## src/rtl/pif_pkg.sv

```systemverilog
package pif_pkg;
  localparam int FLAG_W = 8;
  localparam int BIT_PPORT = 7;
  localparam int BIT_ADC   = 6;
  localparam int BIT_RX    = 5;
  localparam int BIT_TX    = 4;
  localparam int BIT_SSP   = 3;
  localparam int BIT_CCP   = 2;
  localparam int BIT_TMR2  = 1;
  localparam int BIT_TMR1  = 0;
  // bits that mirror a status level instead of latching events
  localparam logic [FLAG_W-1:0] MIRROR_MASK = (FLAG_W'(1) << BIT_RX) | (FLAG_W'(1) << BIT_TX);

  function automatic logic is_mirror(input int idx);
    return MIRROR_MASK[idx];
  endfunction

  // software clear request: write strobe with a zero in this bit
  function automatic logic sw_clear(input logic we, input logic data_bit);
    return we & ~data_bit;
  endfunction
endpackage

```

## src/rtl/pif_sticky_cell.sv

```systemverilog
module pif_sticky_cell (
  input  logic clk,
  input  logic rst_n,
  input  logic set_i,
  input  logic wclr_i,
  input  logic kill_i,
  output logic q_o
);
  logic q_q;

  always_ff @(posedge clk) begin
    if (!rst_n)      q_q <= 1'b0;
    else if (kill_i) q_q <= 1'b0;
    else if (set_i)  q_q <= 1'b1;
    else if (wclr_i) q_q <= 1'b0;
  end

  assign q_o = q_q;

  // a set strobe wins over a concurrent clear
  assert_set_wins_R4: assert property (@(posedge clk) disable iff (!rst_n)
    (set_i && !kill_i) |=> q_o);
  // without set, clear or kill, the bit holds its value
  assert_hold_R3: assert property (@(posedge clk) disable iff (!rst_n)
    (!set_i && !wclr_i && !kill_i) |=> (q_o == $past(q_o)));
  // a kill forces zero
  assert_kill_zero_R8: assert property (@(posedge clk) disable iff (!rst_n)
    kill_i |=> !q_o);
endmodule

```

## src/rtl/pif_mirror_cell.sv

```systemverilog
module pif_mirror_cell (
  input  logic clk,
  input  logic rst_n,
  input  logic level_i,
  output logic q_o
);
  logic q_q;

  always_ff @(posedge clk) begin
    if (!rst_n) q_q <= 1'b0;
    else        q_q <= level_i;
  end

  assign q_o = q_q;

  // the bit tracks its status level with one cycle of latency
  assert_mirror_follow_R5: assert property (@(posedge clk) disable iff (!rst_n)
    rst_n && $past(rst_n) |-> (q_o == $past(level_i)));
endmodule

```

## src/rtl/pif_irq_combine.sv

```systemverilog
module pif_irq_combine #(
  parameter int W = 8
) (
  input  logic [W-1:0] flags_i,
  input  logic [W-1:0] en_i,
  input  logic         gie_i,
  output logic         irq_o
);
  logic [W-1:0] pend;
  assign pend  = flags_i & en_i;
  assign irq_o = gie_i & (|pend);

  // no request while global enable is low
  always_comb begin
    assert_no_irq_gie_off_R9: assert (gie_i || !irq_o);
  end
endmodule

```

## src/rtl/pif_flagreg.sv

```systemverilog
module pif_flagreg
  import pif_pkg::*;
(
  input  logic       clk,
  input  logic       rst_n,
  input  logic       wr_en,
  input  logic [7:0] wr_data,
  output logic [7:0] rd_data,
  input  logic       pport_evt,
  input  logic       adc_evt,
  input  logic       ssp_evt,
  input  logic       ccp_capture_evt,
  input  logic       ccp_compare_evt,
  input  logic       tmr2_evt,
  input  logic       tmr1_evt,
  input  logic       rx_full,
  input  logic       tx_empty,
  input  logic       mcu_mode,
  input  logic       ccp_pwm_mode,
  input  logic [7:0] irq_en,
  input  logic       gie,
  output logic       irq
);
  logic [FLAG_W-1:0] set_vec;
  logic [FLAG_W-1:0] kill_vec;
  logic [FLAG_W-1:0] level_vec;
  logic [FLAG_W-1:0] flags;
  logic              ccp_hit;

  // named internal event: capture/compare strobe after mode gating
  assign ccp_hit = (ccp_capture_evt | ccp_compare_evt) & ~ccp_pwm_mode;

  always_comb begin
    set_vec            = '0;
    set_vec[BIT_PPORT] = pport_evt & mcu_mode;
    set_vec[BIT_ADC]   = adc_evt;
    set_vec[BIT_SSP]   = ssp_evt;
    set_vec[BIT_CCP]   = ccp_hit;
    set_vec[BIT_TMR2]  = tmr2_evt;
    set_vec[BIT_TMR1]  = tmr1_evt;
    kill_vec            = '0;
    kill_vec[BIT_PPORT] = ~mcu_mode;
    level_vec          = '0;
    level_vec[BIT_RX]  = rx_full;
    level_vec[BIT_TX]  = tx_empty;
  end

  for (genvar i = 0; i < FLAG_W; i++) begin : g_bit
    if (is_mirror(i)) begin : g_mirror
      pif_mirror_cell u_cell (
        .clk(clk), .rst_n(rst_n), .level_i(level_vec[i]), .q_o(flags[i])
      );
    end else begin : g_sticky
      pif_sticky_cell u_cell (
        .clk(clk), .rst_n(rst_n), .set_i(set_vec[i]),
        .wclr_i(sw_clear(wr_en, wr_data[i])), .kill_i(kill_vec[i]), .q_o(flags[i])
      );
    end
  end

  pif_irq_combine #(.W(FLAG_W)) u_irq (
    .flags_i(flags), .en_i(irq_en), .gie_i(gie), .irq_o(irq)
  );

  assign rd_data = flags;

  // capture/compare flag never rises while in PWM mode
  assert_ccp_pwm_block_R7: assert property (@(posedge clk) disable iff (!rst_n)
    (ccp_pwm_mode && !flags[BIT_CCP]) |=> !flags[BIT_CCP]);
  // an A/D strobe always lands in bit 6
  assert_adc_sets_R2: assert property (@(posedge clk) disable iff (!rst_n)
    adc_evt |=> rd_data[BIT_ADC]);
  // writes never disturb the transmit mirror
  assert_tx_mirror_R6: assert property (@(posedge clk) disable iff (!rst_n)
    rst_n && $past(rst_n) |-> (rd_data[BIT_TX] == $past(tx_empty)));
endmodule

```

## config.mk

```make
export PLATFORM = sky130hd
export DESIGN_NAME = pif_flagreg
export DESIGN_NICKNAME = d
export VERILOG_FILES = /design/src/rtl/pif_pkg.sv /design/src/rtl/pif_sticky_cell.sv /design/src/rtl/pif_mirror_cell.sv /design/src/rtl/pif_irq_combine.sv /design/src/rtl/pif_flagreg.sv
export SDC_FILE = /design/constraint.sdc
export NUM_CORES = 1
export LEC_CHECK = 0
export BUFFER_PORTS_ARGS = -buffer_cell sky130_fd_sc_hd__buf_2
export CAP_MARGIN = 20
export CELL_PAD_IN_SITES_DETAIL_PLACEMENT = 0
export CELL_PAD_IN_SITES_GLOBAL_PLACEMENT = 1
export CORE_MARGIN = 1.5
export CORE_UTILIZATION = 25
export CTS_BUF_LIST = sky130_fd_sc_hd__clkbuf_8
export DETAILED_ROUTE_END_ITERATION = 7
export GPL_TIMING_DRIVEN = 0
export PLACE_DENSITY_LB_ADDON = 0.12
export SYNTH_ARGS = -nofsm -noshare
export SYNTH_HDL_FRONTEND = slang
export SYNTH_HIERARCHICAL = 1
export SYNTH_SLANG_ARGS = --single-unit
```

## constraint.sdc

```tcl
create_clock -name clk -period 1.3 [get_ports clk]
set_input_delay 0.26 -clock clk [delete_from_list [all_inputs] [get_ports clk]]
set_output_delay 0.26 -clock clk [all_outputs]
set_load 0.01 [all_outputs]
```

==> results of run 1 <==
## registers in the layout (all words and copies together) (netlist names)
name / count
g_bit.g_sticky.u_cell/q_o: 6
g_bit.g_mirror.u_cell/q_o: 2
## Yosys cell counts
library cell	instances
nor2b_1	6
dfxtp_1	8
o21ba_2	1
inv_1	8
o211a_1	6
and2b_2	6
and2_1	3
a41oi_1	1
a22oi_1	4
conb_1	1
## critical path: cells and delay by family (launching register included)
| family | cells | cell delay, ns |
|---|---|---|
| AO/OA/AOI/OAI | 2 | 0.31 |
| flip-flops | 1 | 0.32 |
| buffers and inverters | 1 | 0.15 |
## worst max path at each step
stage	startpoint	end	cells past startpoint
floorplan	g_bit[0].g_sticky.u_cell/q_o	irq	2
global placement	irq_en[2]	irq	4
detailed placement	irq_en[2]	irq	4
CTS	g_bit[2].g_sticky.u_cell/q_o	irq	3
global route	g_bit[4].g_mirror.u_cell/q_o	irq	3
finish	g_bit[2].g_sticky.u_cell/q_o	irq	3
## through the flow
step           setup slack (ns)  instances
2_1_floorplan             0.272         48
3_3_place_gp              0.170        101
3_5_place_dp              0.164        101
4_1_cts                 0.00147        104
5_1_grt                -0.00603        104
6_report                 0.0443        104
## what timing repair did
action | CTS | global route
resized for setup | 3 | 4
setup endpoints to repair | 1 | 1
setup buffers | 0 | 0
hold buffers | 0 | 0
pin swaps | 1 | 3
hold endpoints to repair | 0 | 0
## power breakdown
part	internal, W	switching [W]
Clock	0.000199	0.0000842
Sequential	0.000259	0.00000836
Combinational	0.0000706	0.0000455
Total	0.000529	0.000138
## cell type report
| type | instances | area, um^2 |
|---|---|---|
| sequential | 8 | 163 |
| clock buffer | 3 | 41.3 |
| multi-input combinational | 32 | 264 |
| tap | 16 | 20.0 |
| inverter | 8 | 30.0 |
| fill | 160 | 821 |
| timing repair buffer | 37 | 185 |
## logic make-up after synthesis
| logic type | Yosys count | synth area share, % |
|---|---|---|
| AO/OA/AOI/OAI | 12 | 26.4 |
| buffers and inverters | 8 | 7.30 |
| flip-flops | 8 | 38.9 |
| other | 1 | 0.911 |
| AND/OR/NAND/NOR | 15 | 26.4 |
## routing by layer
layer	vias up	GRT usage, %	wire (um)	share of wire [%]
met5	-	0	0	0
met4	0	1.82	0	0
met3	0	5.00	91	9.6
met2	22	16.2	439	46
met1	189	12.9	414	44
li1	230	-	-	-
==> run summary, run 1 <==
total gr overflow = 0
FF-to-FF Start = g_bit[1].g_sticky.u_cell/q_o
number of max-cap violations = 0
Worst path max stage delay = 0.32 ns
top post-synthesis cells by area = dfxtp_1 (39%), o211a_1 (15%), and2b_2 (13%), nor2b_1 (9.1%), a22oi_1 (7.3%)
crit-path max FO = 3
Setup TNS = 0 ns
CORE AREA = 1520 um^2
most common cell after layout, fill and taps aside = buf_2
Fmax achieved = 0.796 GHz
Layout Skew = 0 ns
Port Buffers = 37
CP endpoint kind = output pin
# IOs = 40
DRT iter0 DRCs = 1
Yosys cell types = 10
Die Ht = 43.6 um
status = complete, no violations
cells along the critical path = a22oi_2 > a41oi_2 > buf_2
Pleak = 0.419 nW
Hold/Removal Path Class = primary input to register
sequential area share after synthesis = 38.9%
via count = 441
hold worst-path end = g_bit[5].g_mirror.u_cell/q_o
post-detail-place hpwl = 797 um
CTS root buf = clkbuf_8
CTS HTree Levels = 1
Longest Clk Path Bufs = 2
n_diodes = 0
nets@finish = 121
post-DR wirelength/cell = 9.09 um
vias per cell = 4.24
Clock transition at path regs = 0.04 ns
starting density of the core = 27.0%
Slew Viols, Final = 0
Die ar. = 1900 um^2
WP data required = 1.04 ns
CP arrival = 1.00 ns
element type at the critical path start = register
worst reg-to-reg setup slack = 0.55 ns
synthesis-stage register bit count = 8
vias in the first global route = 375
Avg Inst Size Synth = 9.36 um^2
Tot Pwr = 0.000667 W
final hold vios = 0
first-pass GRT wire length = 1440 um
drt pass-1 iters = 2
final setup fails = 0
Area Growth Syn to Fin = 70.8%
Total GRT Usage = 10.3%
share of the synthesized area in the top cell type = 38.9%
row cnt = 14
Post-Route WL = 945 um
placed cell area = 632 um^2
Ys Warns = 6
Final ANT Viol Nets = 0
Final Util = 46.1%
commonest non-fill, non-tap cells in the layout = buf_2 (37), inv_1 (8)
WHS Path Cells = 2
CTS tree = yes
Synth Instances = 44
Power Dens Cells = 949 nW/um^2
initial antenna violation count = 0
synthesized area = 412 um^2
post-layout min period = 1.26 ns
worst reg2reg path depth = 2
dominant cell type by area after synthesis = dfxtp_1
final instance area = 703 um^2
layout cells sized above 1 = 61.4%
Slowest-stage cell, CP = dfxtp_2
Crit Path Class = register to output pin
largest net degree at the start of global routing = 9
min-delay src = rx_full
DRC = 0
clock sinks = 8
Final Cycle Share = 96.6%
later-pin clock latency in the skew report = 0.22 ns
Die Width = 43.6 um
Peak VDD IR = 0.841 mV
CTS Buf Count = 3
global placement routability congestion = 0.654
worst r2r dst = g_bit[1].g_sticky.u_cell/q_o
hold_ws = 0.240 ns
(Power assumes the default switching activity.)
==> inputs of run 2 (changes only) <==
--- a/config.mk
+++ b/config.mk
@@ -10,7 +10,7 @@
 export CELL_PAD_IN_SITES_DETAIL_PLACEMENT = 0
 export CELL_PAD_IN_SITES_GLOBAL_PLACEMENT = 1
 export CORE_MARGIN = 1.5
-export CORE_UTILIZATION = 25
+export CORE_UTILIZATION = 21
 export CTS_BUF_LIST = sky130_fd_sc_hd__clkbuf_8
 export DETAILED_ROUTE_END_ITERATION = 7
 export GPL_TIMING_DRIVEN = 0
==> constraint.sdc (replaced) <==
create_clock -name clk -period 1.1 [get_ports clk]
set_input_delay 0.22 -clock clk [delete_from_list [all_inputs] [get_ports clk]]
set_output_delay 0.22 -clock clk [all_outputs]
set_load 0.01 [all_outputs]
==> run 2 against run 1 <==
The flow now finishes with violations (negative setup slack). Clock skew unchanged. Core utilization is 6.7 points lower. Cell area is the same. Sequential power up 18%. Sequential share of layout area grew 0.18 points. Die area rose by 18%. Clock-buffer cell count unchanged. Flip-flop and latch count did not move. Combinational power is 16% higher. Total power increased by 19%. Via count shrank 1.6%. Worst setup slack worse by 0.16 ns. Largest power group unchanged.
==> run summary, run 2 (same netlist as run 1, synthesis figures left out) <==
# IOs = 40
Die ar. = 2230 um^2
hold_ws = 0.194 ns
CTS Buf Count = 3
vias per cell = 3.84
violated checks = negative setup slack
CORE AREA = 1780 um^2
Final Util = 39.4%
worst r2r dst = g_bit[2].g_sticky.u_cell/q_o
CP arrival = 1.00 ns
Post-Route WL = 1070 um
worst reg-to-reg setup slack = 0.35 ns
number of max-cap violations = 0
later-pin clock latency in the skew report = 0.22 ns
row cnt = 15
Tot Pwr = 0.000795 W
clock sinks = 8
WP data required = 0.88 ns
initial antenna violation count = 0
largest net degree at the start of global routing = 9
Largest register FFs = 6
Power Dens Cells = 1130 nW/um^2
n_diodes = 0
CP Depth = 3
status = finished with violations
crit-path max FO = 3
nets@finish = 121
cell family with most CP delay = flip-flops
Final ANT Viol Nets = 0
most common cell after layout, fill and taps aside = buf_2
Worst path max stage delay = 0.32 ns
vias in the first global route = 376
Hold/Removal Path Class = primary input to register
Die Ht = 47.3 um
CTS root buf = clkbuf_8
Slew Viols, Final = 0
Final Cycle Share = 110%
Port Buffers = 37
CTS HTree Levels = 1
commonest non-fill, non-tap cells in the layout = buf_2 (37), inv_1 (8), and2b_2 (6), nor2b_1 (6), o211a_1 (6)
Total GRT Usage = 10.0%
Pleak = 0.418 nW
post-detail-place hpwl = 858 um
Layout Skew = 0 ns
FF-to-FF Start = g_bit[2].g_sticky.u_cell/q_o
Die Width = 47.3 um
final setup margin = -0.115 ns
first-pass GRT wire length = 1420 um
unrepaired setup endpoints after global routing = true
global placement routability congestion = 0.617
Fmax achieved = 0.823 GHz
worst path bufs/invs = 1
DRT iter0 DRCs = 4
crit path launch = g_bit[2].g_sticky.u_cell/q_o
post-DR wirelength/cell = 9.50 um
final hold vios = 0
layout cells sized above 1 = 60.2%
total gr overflow = 0
Area Growth Syn to Fin = 70.8%
Slowest-stage cell, CP = dfxtp_2
final setup fails = 1
via count = 434
cts hold-fix bufs = 0
element type at the critical path start = register
post-layout min period = 1.22 ns
Clock transition at path regs = 0.04 ns
worst setup path end = irq
drt pass-1 iters = 4
Peak VDD IR = 0.451 mV
DRC = 0
starting density of the core = 23.1%
setup bufs post-CTS = 0
Longest Clk Path Bufs = 2
worst reg2reg path depth = 2
Crit Path Class = register to output pin
CTS tree = yes
cells along the critical path = a22oi_2 > a41oi_1 > buf_2
CP endpoint kind = output pin
## run 2: cell counts in the layout (fill, tap and decap cells not counted)
No cell type changed its count.
## run 2: timing repair
action	4_1_cts	5_1_grt
setup endpoints to repair	1	1
pin swaps	4	1
resized for setup	5	1
endpoints found under the hold margin	0	0
## run 2: worst min-delay path by stage
| stage | slack, ns | startpoint | cells after the start | to |
|---|---|---|---|---|
| after floorplan | 0.34 | tx_empty | 1 | g_bit[4].g_mirror.u_cell/q_o |
| after CTS | 0.19 | tx_empty | 2 | g_bit[4].g_mirror.u_cell/q_o |
| after global placement | 0.42 | rx_full | 2 | g_bit[5].g_mirror.u_cell/q_o |
| after global routing | 0.20 | tx_empty | 2 | g_bit[4].g_mirror.u_cell/q_o |
| after detailed placement | 0.42 | rx_full | 2 | g_bit[5].g_mirror.u_cell/q_o |
| final | 0.19 | tx_empty | 2 | g_bit[4].g_mirror.u_cell/q_o |
## run 2: final cells by class
cell class                      count  area, um^2
Multi-Input combinational cell     32         251
Tap cell                           25        31.3
Clock buffer                        3        41.3
Fill cell                         187        1080
Sequential cell                     8         164
Inverter                            8        30.0
Timing Repair Buffer               37         185
## run 2: report_power, final
group / switching (W) / internal, W / total, W
combinational: 0.0000528 / 0.0000814 / 0.000134
sequential: 0.00000924 / 0.000306 / 0.000316
clock: 0.000109 / 0.000236 / 0.000345
total: 0.000171 / 0.000624 / 0.000795
## run 2: per-layer routing
metal	share of wire (%)	vias up	track usage, %
met3	12	0	4.23
met1	46	176	11.0
met5	0	-	0
met2	42	28	14.9
li1	-	230	-
met4	0	0	8.33
## run 2: stage by stage
| step | std cells | worst slack [ns] | setup TNS [ns] | area [um^2] |
|---|---|---|---|---|
| final | 113 | -0.115 | -0.115 | 703 |
| after global routing | 113 | -0.164 | -0.164 | 703 |
| after CTS | 113 | -0.138 | -0.138 | 698 |
| after detailed placement | 110 | 0.0135 | 0 | 643 |
| after global placement | 110 | 0.0650 | 0 | 643 |
| after floorplan | 48 | 0.112 | 0 | 427 |
## run 2: worst reg2reg max path, cell delays in order, from the launching register on
cell and delay, ns:
dfxtp_2 0.32, nor2b_1 0.12, o211a_1 0.19
